## config.mk

```make
export PLATFORM = sky130hd
export DESIGN_NAME = frac_baud_gen
export DESIGN_NICKNAME = d
export VERILOG_FILES = /design/src/rtl/fbg_pkg.sv /design/src/rtl/fbg_cfg_track.sv /design/src/rtl/fbg_int_div.sv /design/src/rtl/fbg_frac_stage.sv /design/src/rtl/frac_baud_gen.sv
export SDC_FILE = /design/constraint.sdc
export NUM_CORES = 1
export LEC_CHECK = 0
export BUFFER_PORTS_ARGS = -buffer_cell sky130_fd_sc_hd__clkbuf_2
export CORE_MARGIN = 3
export CORE_UTILIZATION = 50
export CTS_CLUSTER_SIZE = 25
export DETAILED_ROUTE_END_ITERATION = 12
export PLACE_DENSITY = 0.68
export SYNTH_ARGS = -nofsm -noshare
export SYNTH_HDL_FRONTEND = slang
export SYNTH_SLANG_ARGS = --single-unit
```

## constraint.sdc

```tcl
create_clock -name clk -period 7.8 [get_ports clk]
set_input_delay 1.56 -clock clk [delete_from_list [all_inputs] [get_ports clk]]
set_output_delay 1.56 -clock clk [all_outputs]
set_load 0.03 [all_outputs]
```

## src/rtl/fbg_pkg.sv

```systemverilog
package fbg_pkg;

  typedef enum logic {
    PH_RUN     = 1'b0,
    PH_STRETCH = 1'b1
  } fbg_phase_e;

  // A fraction is unusable when the addend is not below the multiplier
  // or when the multiplier field holds its top code.
  function automatic logic frac_illegal(input int unsigned add_v,
                                        input int unsigned mul_m1,
                                        input int unsigned field_top);
    return (mul_m1 >= field_top) || (add_v >= mul_m1 + 1);
  endfunction

endpackage

```

## src/rtl/fbg_cfg_track.sv

```systemverilog
module fbg_cfg_track #(
  parameter int BYTE_W  = 8,
  parameter int FIELD_W = 4,
  localparam int DIV_W  = 2 * BYTE_W,
  localparam int FRAC_W = 2 * FIELD_W,
  localparam int MUL_W  = FIELD_W + 1
) (
  input  logic               clk,
  input  logic               rst,
  input  logic [BYTE_W-1:0]  div_hi,
  input  logic [BYTE_W-1:0]  div_lo,
  input  logic [FRAC_W-1:0]  frac_in,
  output logic               restart,
  output logic [DIV_W-1:0]   div_q,
  output logic [FIELD_W-1:0] add_q,
  output logic [MUL_W-1:0]   mul_q,
  output logic               frac_on_q,
  output logic               err_q
);
  localparam int unsigned      FIELD_TOP = (1 << FIELD_W) - 1;
  localparam logic [DIV_W-1:0] DIV_ONE   = DIV_W'(1);
  localparam logic [MUL_W-1:0] MUL_ONE   = MUL_W'(1);

  logic [BYTE_W-1:0]  hi_q;
  logic [BYTE_W-1:0]  lo_q;
  logic [FRAC_W-1:0]  frac_q;
  logic [DIV_W-1:0]   div_raw;
  logic [FIELD_W-1:0] add_in;
  logic [FIELD_W-1:0] mulm1_in;
  logic               illegal_in;

  assign div_raw    = {div_hi, div_lo};
  assign add_in     = frac_in[FIELD_W-1:0];
  assign mulm1_in   = frac_in[FRAC_W-1:FIELD_W];
  assign illegal_in = fbg_pkg::frac_illegal(32'(add_in), 32'(mulm1_in), FIELD_TOP);

  // Any difference from the held copy restarts the divider at this edge.
  assign restart = (div_hi != hi_q) || (div_lo != lo_q) || (frac_in != frac_q);

  always_ff @(posedge clk) begin
    if (rst) begin
      hi_q      <= '0;
      lo_q      <= '0;
      frac_q    <= '0;
      div_q     <= DIV_ONE;
      add_q     <= '0;
      mul_q     <= MUL_ONE;
      frac_on_q <= 1'b0;
      err_q     <= 1'b0;
    end else begin
      hi_q      <= div_hi;
      lo_q      <= div_lo;
      frac_q    <= frac_in;
      div_q     <= (div_raw == '0) ? DIV_ONE : div_raw;
      add_q     <= add_in;
      mul_q     <= {1'b0, mulm1_in} + MUL_ONE;
      frac_on_q <= !illegal_in && (add_in != '0);
      err_q     <= illegal_in;
    end
  end

endmodule

```

## src/rtl/fbg_int_div.sv

```systemverilog
module fbg_int_div #(
  parameter int DIV_W = 16
) (
  input  logic             clk,
  input  logic             rst,
  input  logic             en,
  input  logic             restart,
  input  logic [DIV_W-1:0] div,
  output logic             period_end
);
  localparam logic [DIV_W-1:0] DIV_ONE = DIV_W'(1);

  logic [DIV_W-1:0] cnt_q;

  always_ff @(posedge clk) begin
    if (rst || restart || !en) begin
      cnt_q      <= '0;
      period_end <= 1'b0;
    end else if (cnt_q >= div - DIV_ONE) begin
      cnt_q      <= '0;
      period_end <= 1'b1;
    end else begin
      cnt_q      <= cnt_q + DIV_ONE;
      period_end <= 1'b0;
    end
  end

endmodule

```

## src/rtl/fbg_frac_stage.sv

```systemverilog
module fbg_frac_stage #(
  parameter int FIELD_W = 4,
  localparam int MUL_W  = FIELD_W + 1
) (
  input  logic               clk,
  input  logic               rst,
  input  logic               en,
  input  logic               restart,
  input  logic               period_end,
  input  logic               frac_on,
  input  logic [FIELD_W-1:0] add,
  input  logic [MUL_W-1:0]   mul,
  output logic               tick
);
  import fbg_pkg::*;

  fbg_phase_e       phase_q;
  logic [MUL_W-1:0] acc_q;
  logic [MUL_W-1:0] sum;

  assign sum = acc_q + {1'b0, add};

  always_ff @(posedge clk) begin
    if (rst || restart || !en) begin
      acc_q   <= '0;
      phase_q <= PH_RUN;
      tick    <= 1'b0;
    end else if (period_end) begin
      if (phase_q == PH_STRETCH) begin
        phase_q <= PH_RUN;
        tick    <= 1'b1;
      end else if (frac_on && (sum >= mul)) begin
        acc_q   <= sum - mul;
        phase_q <= PH_STRETCH;
        tick    <= 1'b0;
      end else begin
        acc_q   <= frac_on ? sum : '0;
        tick    <= 1'b1;
      end
    end else begin
      tick <= 1'b0;
    end
  end

endmodule

```

## src/rtl/frac_baud_gen.sv

```systemverilog
module frac_baud_gen #(
  parameter int BYTE_W  = 8,
  parameter int FIELD_W = 4,
  localparam int FRAC_W = 2 * FIELD_W
) (
  input  logic              clk,
  input  logic              rst,
  input  logic              en,
  input  logic [BYTE_W-1:0] div_hi,
  input  logic [BYTE_W-1:0] div_lo,
  input  logic [FRAC_W-1:0] frac_cfg,
  output logic              os_tick,
  output logic              cfg_err
);
  localparam int DIV_W = 2 * BYTE_W;
  localparam int MUL_W = FIELD_W + 1;

  logic               restart_w;
  logic [DIV_W-1:0]   div_w;
  logic [FIELD_W-1:0] add_w;
  logic [MUL_W-1:0]   mul_w;
  logic               frac_on_w;
  logic               pend_w;

  fbg_cfg_track #(.BYTE_W(BYTE_W), .FIELD_W(FIELD_W)) u_cfg (
    .clk       (clk),
    .rst       (rst),
    .div_hi    (div_hi),
    .div_lo    (div_lo),
    .frac_in   (frac_cfg),
    .restart   (restart_w),
    .div_q     (div_w),
    .add_q     (add_w),
    .mul_q     (mul_w),
    .frac_on_q (frac_on_w),
    .err_q     (cfg_err)
  );

  fbg_int_div #(.DIV_W(DIV_W)) u_div (
    .clk        (clk),
    .rst        (rst),
    .en         (en),
    .restart    (restart_w),
    .div        (div_w),
    .period_end (pend_w)
  );

  fbg_frac_stage #(.FIELD_W(FIELD_W)) u_frac (
    .clk        (clk),
    .rst        (rst),
    .en         (en),
    .restart    (restart_w),
    .period_end (pend_w),
    .frac_on    (frac_on_w),
    .add        (add_w),
    .mul        (mul_w),
    .tick       (os_tick)
  );

endmodule

```

==> impl_summary.txt, run 1 <==
----------------------------------------------------
[Run status]
  Result of the run ... completed

[Detailed routing]
  DR vias/cell ... 4.91
  Initial DRC Count ... ~60
  Total Wirelength ... 6250 microns
  Antenna-violating nets left ... 0
  First drt pass iteration count ... 4
  Routed via count ... roughly 2500
  Routed wirelength normalized by instance count ... between 10 and 15 microns
  Number of design rule violations left after detail routing ... 0

[Synthesis]
  Most instantiated cells after synthesis ... sky130_fd_sc_hd__dfxtp_1 (71), sky130_fd_sc_hd__nor2_1 (44), sky130_fd_sc_hd__nor2b_1 (40)
  Number of enable-type register cells in the synthesized netlist ... 0
  Top area cells in the synthesized netlist ... sky130_fd_sc_hd__dfxtp_1 (40%), sky130_fd_sc_hd__ha_1 (11%), sky130_fd_sc_hd__xnor2_1 (8.0%), sky130_fd_sc_hd__nor2b_1 (7.0%), sky130_fd_sc_hd__xor2_1 (6.3%)
  Flop and latch count out of synthesis ... between 70 and 80
  Cell with the most instances after synthesis ... sky130_fd_sc_hd__dfxtp_1
  Register area share after synthesis ... ~40%
  Gate Count Post-Synth ... ~380
  Average instance area after synthesis ... roughly 9.4 sq um
  Cell Area, Synth ... roughly 3600 sq um
  Synth warn ... 0
  Mapped Nets ... around 450
  Proportion of register bits with asynchronous set or reset after synthesis ... 0%
  Largest area contributor in the synthesized netlist ... sky130_fd_sc_hd__dfxtp_1
  Share of the synthesized area in the top cell type ... between 30 and 40%
  Distinct cell type count after synthesis ... 44
  Predominant post-synthesis flop cell ... sky130_fd_sc_hd__dfxtp_1

[Timing]
  Number of max-slew violations in the final report ... 0
  Tmin final ... approximately 3.4 ns
  Peak clock frequency supported by timing ... between 200 and 300 MHz
  Final clock skew ... approximately 0.0094 ns
  Final critical-path share of the clock period ... 43.7%
  Number of setup violations in the final report ... 0
  Slew at the pin with the worst max-slew slack ... just under 0.9 ns
  Max transition margin ... 42.0%
  Fin Setup TNS ... 0 ns
  Number of hold violations in the final report ... 0
  Worst setup slack after layout ... about 4.4 ns
  RSZ-0062 raised after global routing ... false

[Global routing]
  Initial antenna violation count ... 0
  Total overflow reported by the global router ... 0
  Via count of the first global-routing pass ... 2498
  Wire length of the first global-routing pass ... about 11000 microns
  Pin count of the biggest net entering global routing ... between 40 and 50
  Aggregate global-route resource usage ... between 10% and 20%

[Clock network]
  Number of gates given a new drive strength after cts ... 0
  Buffers inserted during post-CTS setup optimization ... 0
  Clock network latency to the later pin of the worst-skew pair ... around 0.34 ns
  Number of clock sinks ... between 70 and 80
  Clk Tree Root Cell ... sky130_fd_sc_hd__clkbuf_8
  Clock tree from TritonCTS ... built
  Inserted Clock Buffers ... 9
  Hold-fix buffers, CTS ... 0
  Number of levels the H-tree was split into ... 3
  Maximum number of buffers from clock root to sink ... 2
  Clock-pin slew reported for the worst setup and hold paths after clock tree synthesis ... approximately 0.070 ns

[Layout]
  Area added between synthesis and finish ... 12.2%
  Proportion of layout cells with a drive suffix above 1 ... roughly an eighth
  Final instance count without filler cells ... just over 500
  Number of nets in the layout ... between 400 and 500
  Fillers ... a little over 600
  Antenna Cells ... 0

[Setup path]
  Origin of the worst setup path ... rst
  Depth of the worst register-to-register path ... 12
  Register-to-register setup slack ... ~4.6 ns
  Worst-path fanout max ... 46
  Category of the most critical setup path ... primary input to register
  Startpoint Class ... primary input
  Crit path capture type ... register
  Worst flop-to-flop path endpoint ... u_div.cnt_q[15]
  Required time at the endpoint of the critical path ... 8.07 ns
  Critical register-to-register path startpoint ... u_cfg.div_q[2]
  Critical Path End ... u_div.cnt_q[15]
  Endpoint arrival time on the critical path ... 3.68 ns

[Pwr]
  Pwr Density ... roughly 200 nW/um^2
  Leakage ... between 0.0015 and 0.002 uW
  Peak VDD IR ... about 0.14 mV

[Die]
  Horiz. Die Dim ... 90.8 microns
  Starting density of the core ... between 50% and 60%
  Std-Cell Core Area ... a little under 7000 sq um
  Ports placed on the boundary ... 29
  Die boundary height ... slightly above 90 microns
  Core Rows ... 30
  Die Outline Area ... a little over 8000 sq um

[Job]
  Max-cap check violation count ... 0

[Placement]
  RePlAce Congestion ... a little under 0.8
  Placement-stage worst setup slack ... roughly 4.0 ns
  Half-perimeter wire length after placement ... 4800 microns
  Number of cells in the design after placement ... 501
  Number of port buffers ... 28

[Hold path]
  Worst Hold Class ... register to register

----------------------------------------------------
[per-layer routing]
metal  wire (microns)  up-vias  global-route usage (%)  part of all wire [%]
met5                0        -                       0                     0
met4               76        0                    6.41                   1.2
met3              212        8                    4.00                   3.4
met2             2800       39                    25.9                    45
met1             3170     1131                    21.9                    51
li1                 -     1360                       -                     -
[critical path, cell delays in order]
cell,delay (ns)
sky130_fd_sc_hd__clkbuf_2,0.49
sky130_fd_sc_hd__nor4b_2,0.47
sky130_fd_sc_hd__nand4_2,0.28
sky130_fd_sc_hd__or3_1,0.69
sky130_fd_sc_hd__nor2_1,0.19
[flip-flops by register name, indices dropped and copies added, names as in the netlist]
name,cells
u_cfg.frac_q,8
u_cfg.lo_q,8
u_cfg.hi_q,8
u_frac.tick,1
u_div.period_end,1
u_cfg.div_q,16
u_cfg.mul_q,5
u_frac.phase_q,1
u_cfg.frac_on_q,1
u_cfg.err_q,1
u_frac.acc_q,5
u_div.cnt_q,16
[worst min path at each step]
stage                     startpoint              to  cells past startpoint
detailed placement  u_div.period_end     u_frac.tick                      2
finish              u_div.period_end     u_frac.tick                      2
global placement    u_div.period_end     u_frac.tick                      2
global route          u_div.cnt_q[0]  u_div.cnt_q[0]                      1
floorplan           u_div.period_end     u_frac.tick                      2
CTS                 u_div.period_end     u_frac.tick                      2
[metrics by stage]
step | hold slack (ns) | util [%] | power, uW | instance area [sq um]
floorplan | 0.439 | - | 459 | 3600
global placement | 0.458 | 55.5 | 484 | 3810
detailed placement | 0.482 | 55.5 | 486 | 3810
CTS | 0.490 | 58.8 | 809 | 4040
global route | 0.532 | 58.8 | 836 | 4040
finish | 0.487 | 58.8 | 799 | 4040
[cell families after synthesis]
family                   after synthesis  synth area share (%)
XOR/XNOR                              59                  14.4
AND/OR/NAND/NOR                      153                  22.9
AO/OA/AOI/OAI                         34                  6.12
flip-flops                            71                  39.5
multiplexers                           5                  1.46
adder cells (fa/ha/maj)               34                  12.2
buffers and inverters                 28                  3.34
[layout by cell type (no fill, tap or decap), types with 3 or more instances in the layout]
master                     netlist  routed
sky130_fd_sc_hd__clkbuf_2        0      28
sky130_fd_sc_hd__nand2b_1        5       5
sky130_fd_sc_hd__nand3_1         8       8
sky130_fd_sc_hd__xor2_1         26      26
sky130_fd_sc_hd__nand2_1        13      13
sky130_fd_sc_hd__inv_1          21      21
sky130_fd_sc_hd__a21o_1          6       6
sky130_fd_sc_hd__clkbuf_8        0       9
sky130_fd_sc_hd__nor2_1         44      44
sky130_fd_sc_hd__mux2i_1         3       3
sky130_fd_sc_hd__nor2b_1        40      40
sky130_fd_sc_hd__o21ai_0         5       5
sky130_fd_sc_hd__dfxtp_1        71      71
sky130_fd_sc_hd__and3_1          6       6
sky130_fd_sc_hd__a22oi_1         3       3
sky130_fd_sc_hd__a21oi_1        12      12
sky130_fd_sc_hd__nor3_1          8       8
sky130_fd_sc_hd__ha_1           32      32
sky130_fd_sc_hd__nand4_1         8       8
sky130_fd_sc_hd__xnor2_1        33      33
sky130_fd_sc_hd__nor4_1          9       9
[report_power, final]
part / internal, uW / leakage, uW / switching, uW
sequential: 376 / 0.000585 / 8.00
clock: 182 / 0.000107 / 140
combinational: 44.5 / 0.000988 / 48.6
total: 603 / 0.00168 / 196
[layout make-up]
| type | instances | area, sq um | area share (%) |
|---|---|---|---|
| clock buffer | 10 | 128 | 3.16 |
| clock inverter | 6 | 93.8 | 2.32 |
| inverter | 21 | 78.8 | 1.95 |
| multi-input combinational | 285 | 2050 | 50.9 |
| sequential | 71 | 1420 | 35.2 |
| tap | 96 | 120 | 2.98 |
| timing repair buffer | 28 | 140 | 3.47 |
Power figures use the tool's default switching activity.
==> run 2: changes to the inputs <==
PLACE_DENSITY = 0.71   (was 0.68)
clock period = 2.8 ns   (was 7.8 ns; I/O delays follow)
==> run 2 against run 1 <==
Against the previous run:
- sequential share of layout area fell by 1.9 points
- first-iteration DRC count rose by 10%
- flip-flop and latch count did not move
- largest power group unchanged
- die area did not move
- the flow now finishes with violations (setup timing)
- critical path depth rose by 7
- clock skew rose by 0.0027 ns
- count of clock-buffer cells in the layout did not move
- clock power rose by 130%
- power rose to 2.6 times the previous value
- hold slack got worse by 0.027 ns
==> impl_summary.txt, run 2 (synthesis gave the netlist of run 1 again) <==
----------------------------------------------------
[Timing]
  Slew at the pin with the worst max-slew slack ... 0.428 ns (-0.442 ns)
  Final critical-path share of the clock period ... 103%
  Max transition margin ... 71.2% (+29 points)
  Worst setup slack after layout ... -0.0744 ns (-4.47 ns)
  Tmin final ... ~2.9 ns
  Number of max-slew violations in the final report ... 0 (unchanged)
  Peak clock frequency supported by timing ... around 350 MHz
  Final clock skew ... 0.0121 ns (+0.00267 ns)
  Fin Setup TNS ... -0.939 ns (-0.939 ns)
  Number of setup violations in the final report ... 16 (+16)
  Number of hold violations in the final report ... 0 (unchanged)
  RSZ-0062 raised after global routing ... true

[Setup path]
  Biggest cell delay along the critical path ... 0.55 ns (-0.14 ns)
  Endpoint arrival time on the critical path ... 3.14 ns (-0.54 ns)
  Category of the most critical setup path ... register to register
  Buffer and inverter count on the worst path ... 1 (unchanged)
  Worst-path fanout max ... 8 (-83%)
  CP cell instances ... or4_4 > nor2_4 > nand3b_1 > xor2_1 > ha_1 > a21o_1 > a21o_1 > a21oi_2 > o31ai_2 > or3_4 > buf_6 > nor2_1
  Slowest-stage cell, CP ... sky130_fd_sc_hd__or4_4
  Cell class contributing the biggest share of worst-path delay ... simple AND/OR/NAND/NOR gates
  Required time at the endpoint of the critical path ... 3.07 ns (-5.00 ns)
  Register-to-register setup slack ... -0.07 ns (-4.64 ns)
  CP dominant cell by count ... sky130_fd_sc_hd__a21o_1
  Crit path capture type ... register
  Startpoint Class ... register

[Layout]
  Antenna Cells ... 0 (unchanged)
  Area added between synthesis and finish ... 19.1%
  Leading cell types in the layout, fill and taps excluded ... sky130_fd_sc_hd__dfxtp_1 (66), sky130_fd_sc_hd__nor2b_1 (40), sky130_fd_sc_hd__nor2_1 (39)
  Most frequent standard cell in the layout excluding fill and tap cells ... sky130_fd_sc_hd__dfxtp_1
  Largest registers ... u_cfg.div_q: 16 flops, u_div.cnt_q: 16 flops
  Number of nets in the layout ... 494 (+3.6%)
  Proportion of layout cells with a drive suffix above 1 ... 21.7% (+9.6 points)

[Detailed routing]
  First drt pass iteration count ... 4 (unchanged)
  Initial DRC Count ... 65 (+10%)
  Antenna-violating nets left ... 0 (unchanged)
  Number of design rule violations left after detail routing ... 0 (unchanged)
  DR vias/cell ... 5.05 (+3.0%)
  Routed via count ... 2699 (+6.3%)
  Total Wirelength ... 6930 microns (+11%)
  Routed wirelength normalized by instance count ... 13.0 microns (+7.3%)

[Die]
  Die Outline Area ... 8250 sq um (unchanged)
  Starting density of the core ... 52.3% (unchanged)
  Std-Cell Core Area ... 6870 sq um (unchanged)
  Ports placed on the boundary ... 29 (unchanged)
  Horiz. Die Dim ... 90.8 microns (unchanged)
  Core Rows ... 30 (unchanged)
  Die boundary height ... 90.8 microns (unchanged)

[Clock network]
  Clock network latency to the later pin of the worst-skew pair ... 0.34 ns (about the same)
  Clk Tree Root Cell ... sky130_fd_sc_hd__clkbuf_8
  Hold-fix buffers, CTS ... 0 (unchanged)
  Maximum number of buffers from clock root to sink ... 2 (unchanged)
  Number of levels the H-tree was split into ... 3 (unchanged)
  Inserted Clock Buffers ... 9 (unchanged)
  Number of clock sinks ... 71 (unchanged)
  Clock-pin slew reported for the worst setup and hold paths after clock tree synthesis ... 0.08 ns (about the same)
  Clock tree from TritonCTS ... built

[Placement]
  Placement-stage worst setup slack ... -0.0606 ns (-4.08 ns)
  RePlAce Congestion ... 0.802 (+3.8%)
  Half-perimeter wire length after placement ... 4990 microns (+3.8%)
  Number of port buffers ... 28 (unchanged)

[Pwr]
  Peak VDD IR ... 0.329 mV (+140%)
  Leakage ... 0.00177 uW (+5.1%)
  Pwr Density ... 492 nW/um^2 (+150%)

[Global routing]
  Wire length of the first global-routing pass ... 11800 microns (+7.3%)
  Via count of the first global-routing pass ... 2705 (+8.3%)
  Aggregate global-route resource usage ... 17.5% (+1.0 points)
  Pin count of the biggest net entering global routing ... 46 (-2.1%)
  Total overflow reported by the global router ... 0 (unchanged)
  Initial antenna violation count ... 0 (unchanged)

[Hold path]
  Worst Hold Class ... register to register

[Run status]
  Result of the run ... complete, but fails checks
  Failing checks ... setup timing

[Job]
  Max-cap check violation count ... 0 (unchanged)

----------------------------------------------------
-- run 2: changes by cell type in the layout (fill, tap and decap cells not counted), moves of 3 or more --
cell                      before  now
sky130_fd_sc_hd__buf_6         0    3
sky130_fd_sc_hd__nor2_4        0    4
sky130_fd_sc_hd__buf_4         0   14
sky130_fd_sc_hd__dfxtp_2       0    5
sky130_fd_sc_hd__ha_1         32   29
sky130_fd_sc_hd__dfxtp_1      71   66
sky130_fd_sc_hd__nor2_1       44   39
sky130_fd_sc_hd__ha_4          0    3
-- run 2: cell type report --
type                    count  area (sq um)
fillers                   575          2590
multi-input cells         285          2200
flip-flops and latches     71          1430
repair buffers             45           279
clock buffers              10           128
well taps                  96           120
inverters                  21          78.8
clock inverters             6          46.3
-- run 2: worst reg2reg max path, stage by stage (launching register included) --
cell and delay [ns]:
sky130_fd_sc_hd__dfxtp_2 0.32, sky130_fd_sc_hd__or4_4 0.55, sky130_fd_sc_hd__nor2_4 0.12, sky130_fd_sc_hd__nand3b_1 0.13, sky130_fd_sc_hd__xor2_1 0.19, sky130_fd_sc_hd__ha_1 0.29
sky130_fd_sc_hd__a21o_1 0.18, sky130_fd_sc_hd__a21o_1 0.17, sky130_fd_sc_hd__a21oi_2 0.17, sky130_fd_sc_hd__o31ai_2 0.09, sky130_fd_sc_hd__or3_4 0.36, sky130_fd_sc_hd__buf_6 0.15
sky130_fd_sc_hd__nor2_1 0.09
-- run 2: power by group --
group	switching, uW	internal (uW)
Sequential	22.1	1050
Clock	404	326
Combinational	152	153
-- run 2: repair_timing --
action,in CTS,in global routing
gates cloned,1,0
setup endpoints to repair,17,23
pin swaps,18,13
resized for setup,12,25
setup buffers,1,2
-- run 2: path summary, 6_finish.rpt --
kind | from | to | cells after the start
hold / removal | u_div.period_end | u_frac.tick | 2
setup / recovery | u_cfg.div_q[7] | u_div.cnt_q[10] | 12
hold reg to reg | u_div.period_end | u_frac.tick | 2
setup reg to reg | u_cfg.div_q[7] | u_div.cnt_q[10] | 12
-- run 2: through the flow --
step	total power (uW)	instance area (sq um)	hold WS (ns)	utilization, %	instances
6_report	2110	4280	0.459	62.3	534
5_1_grt	2220	4280	0.485	62.3	534
4_1_cts	2100	4150	0.463	60.4	532
3_5_place_dp	1370	3920	0.457	57.0	514
3_3_place_gp	1360	3920	0.457	57.0	514
2_1_floorplan	1280	3600	0.439	-	384
-- run 2: per-layer routing --
| layer | vias to the layer above | track usage, % | wire length (microns) |
|---|---|---|---|
| li1 | 1383 | - | - |
| met1 | 1227 | 21.6 | 3180 |
| met2 | 65 | 28.7 | 3250 |
| met3 | 24 | 3.58 | 242 |
| met4 | 0 | 9.17 | 253 |
| met5 | - | 0 | 0 |
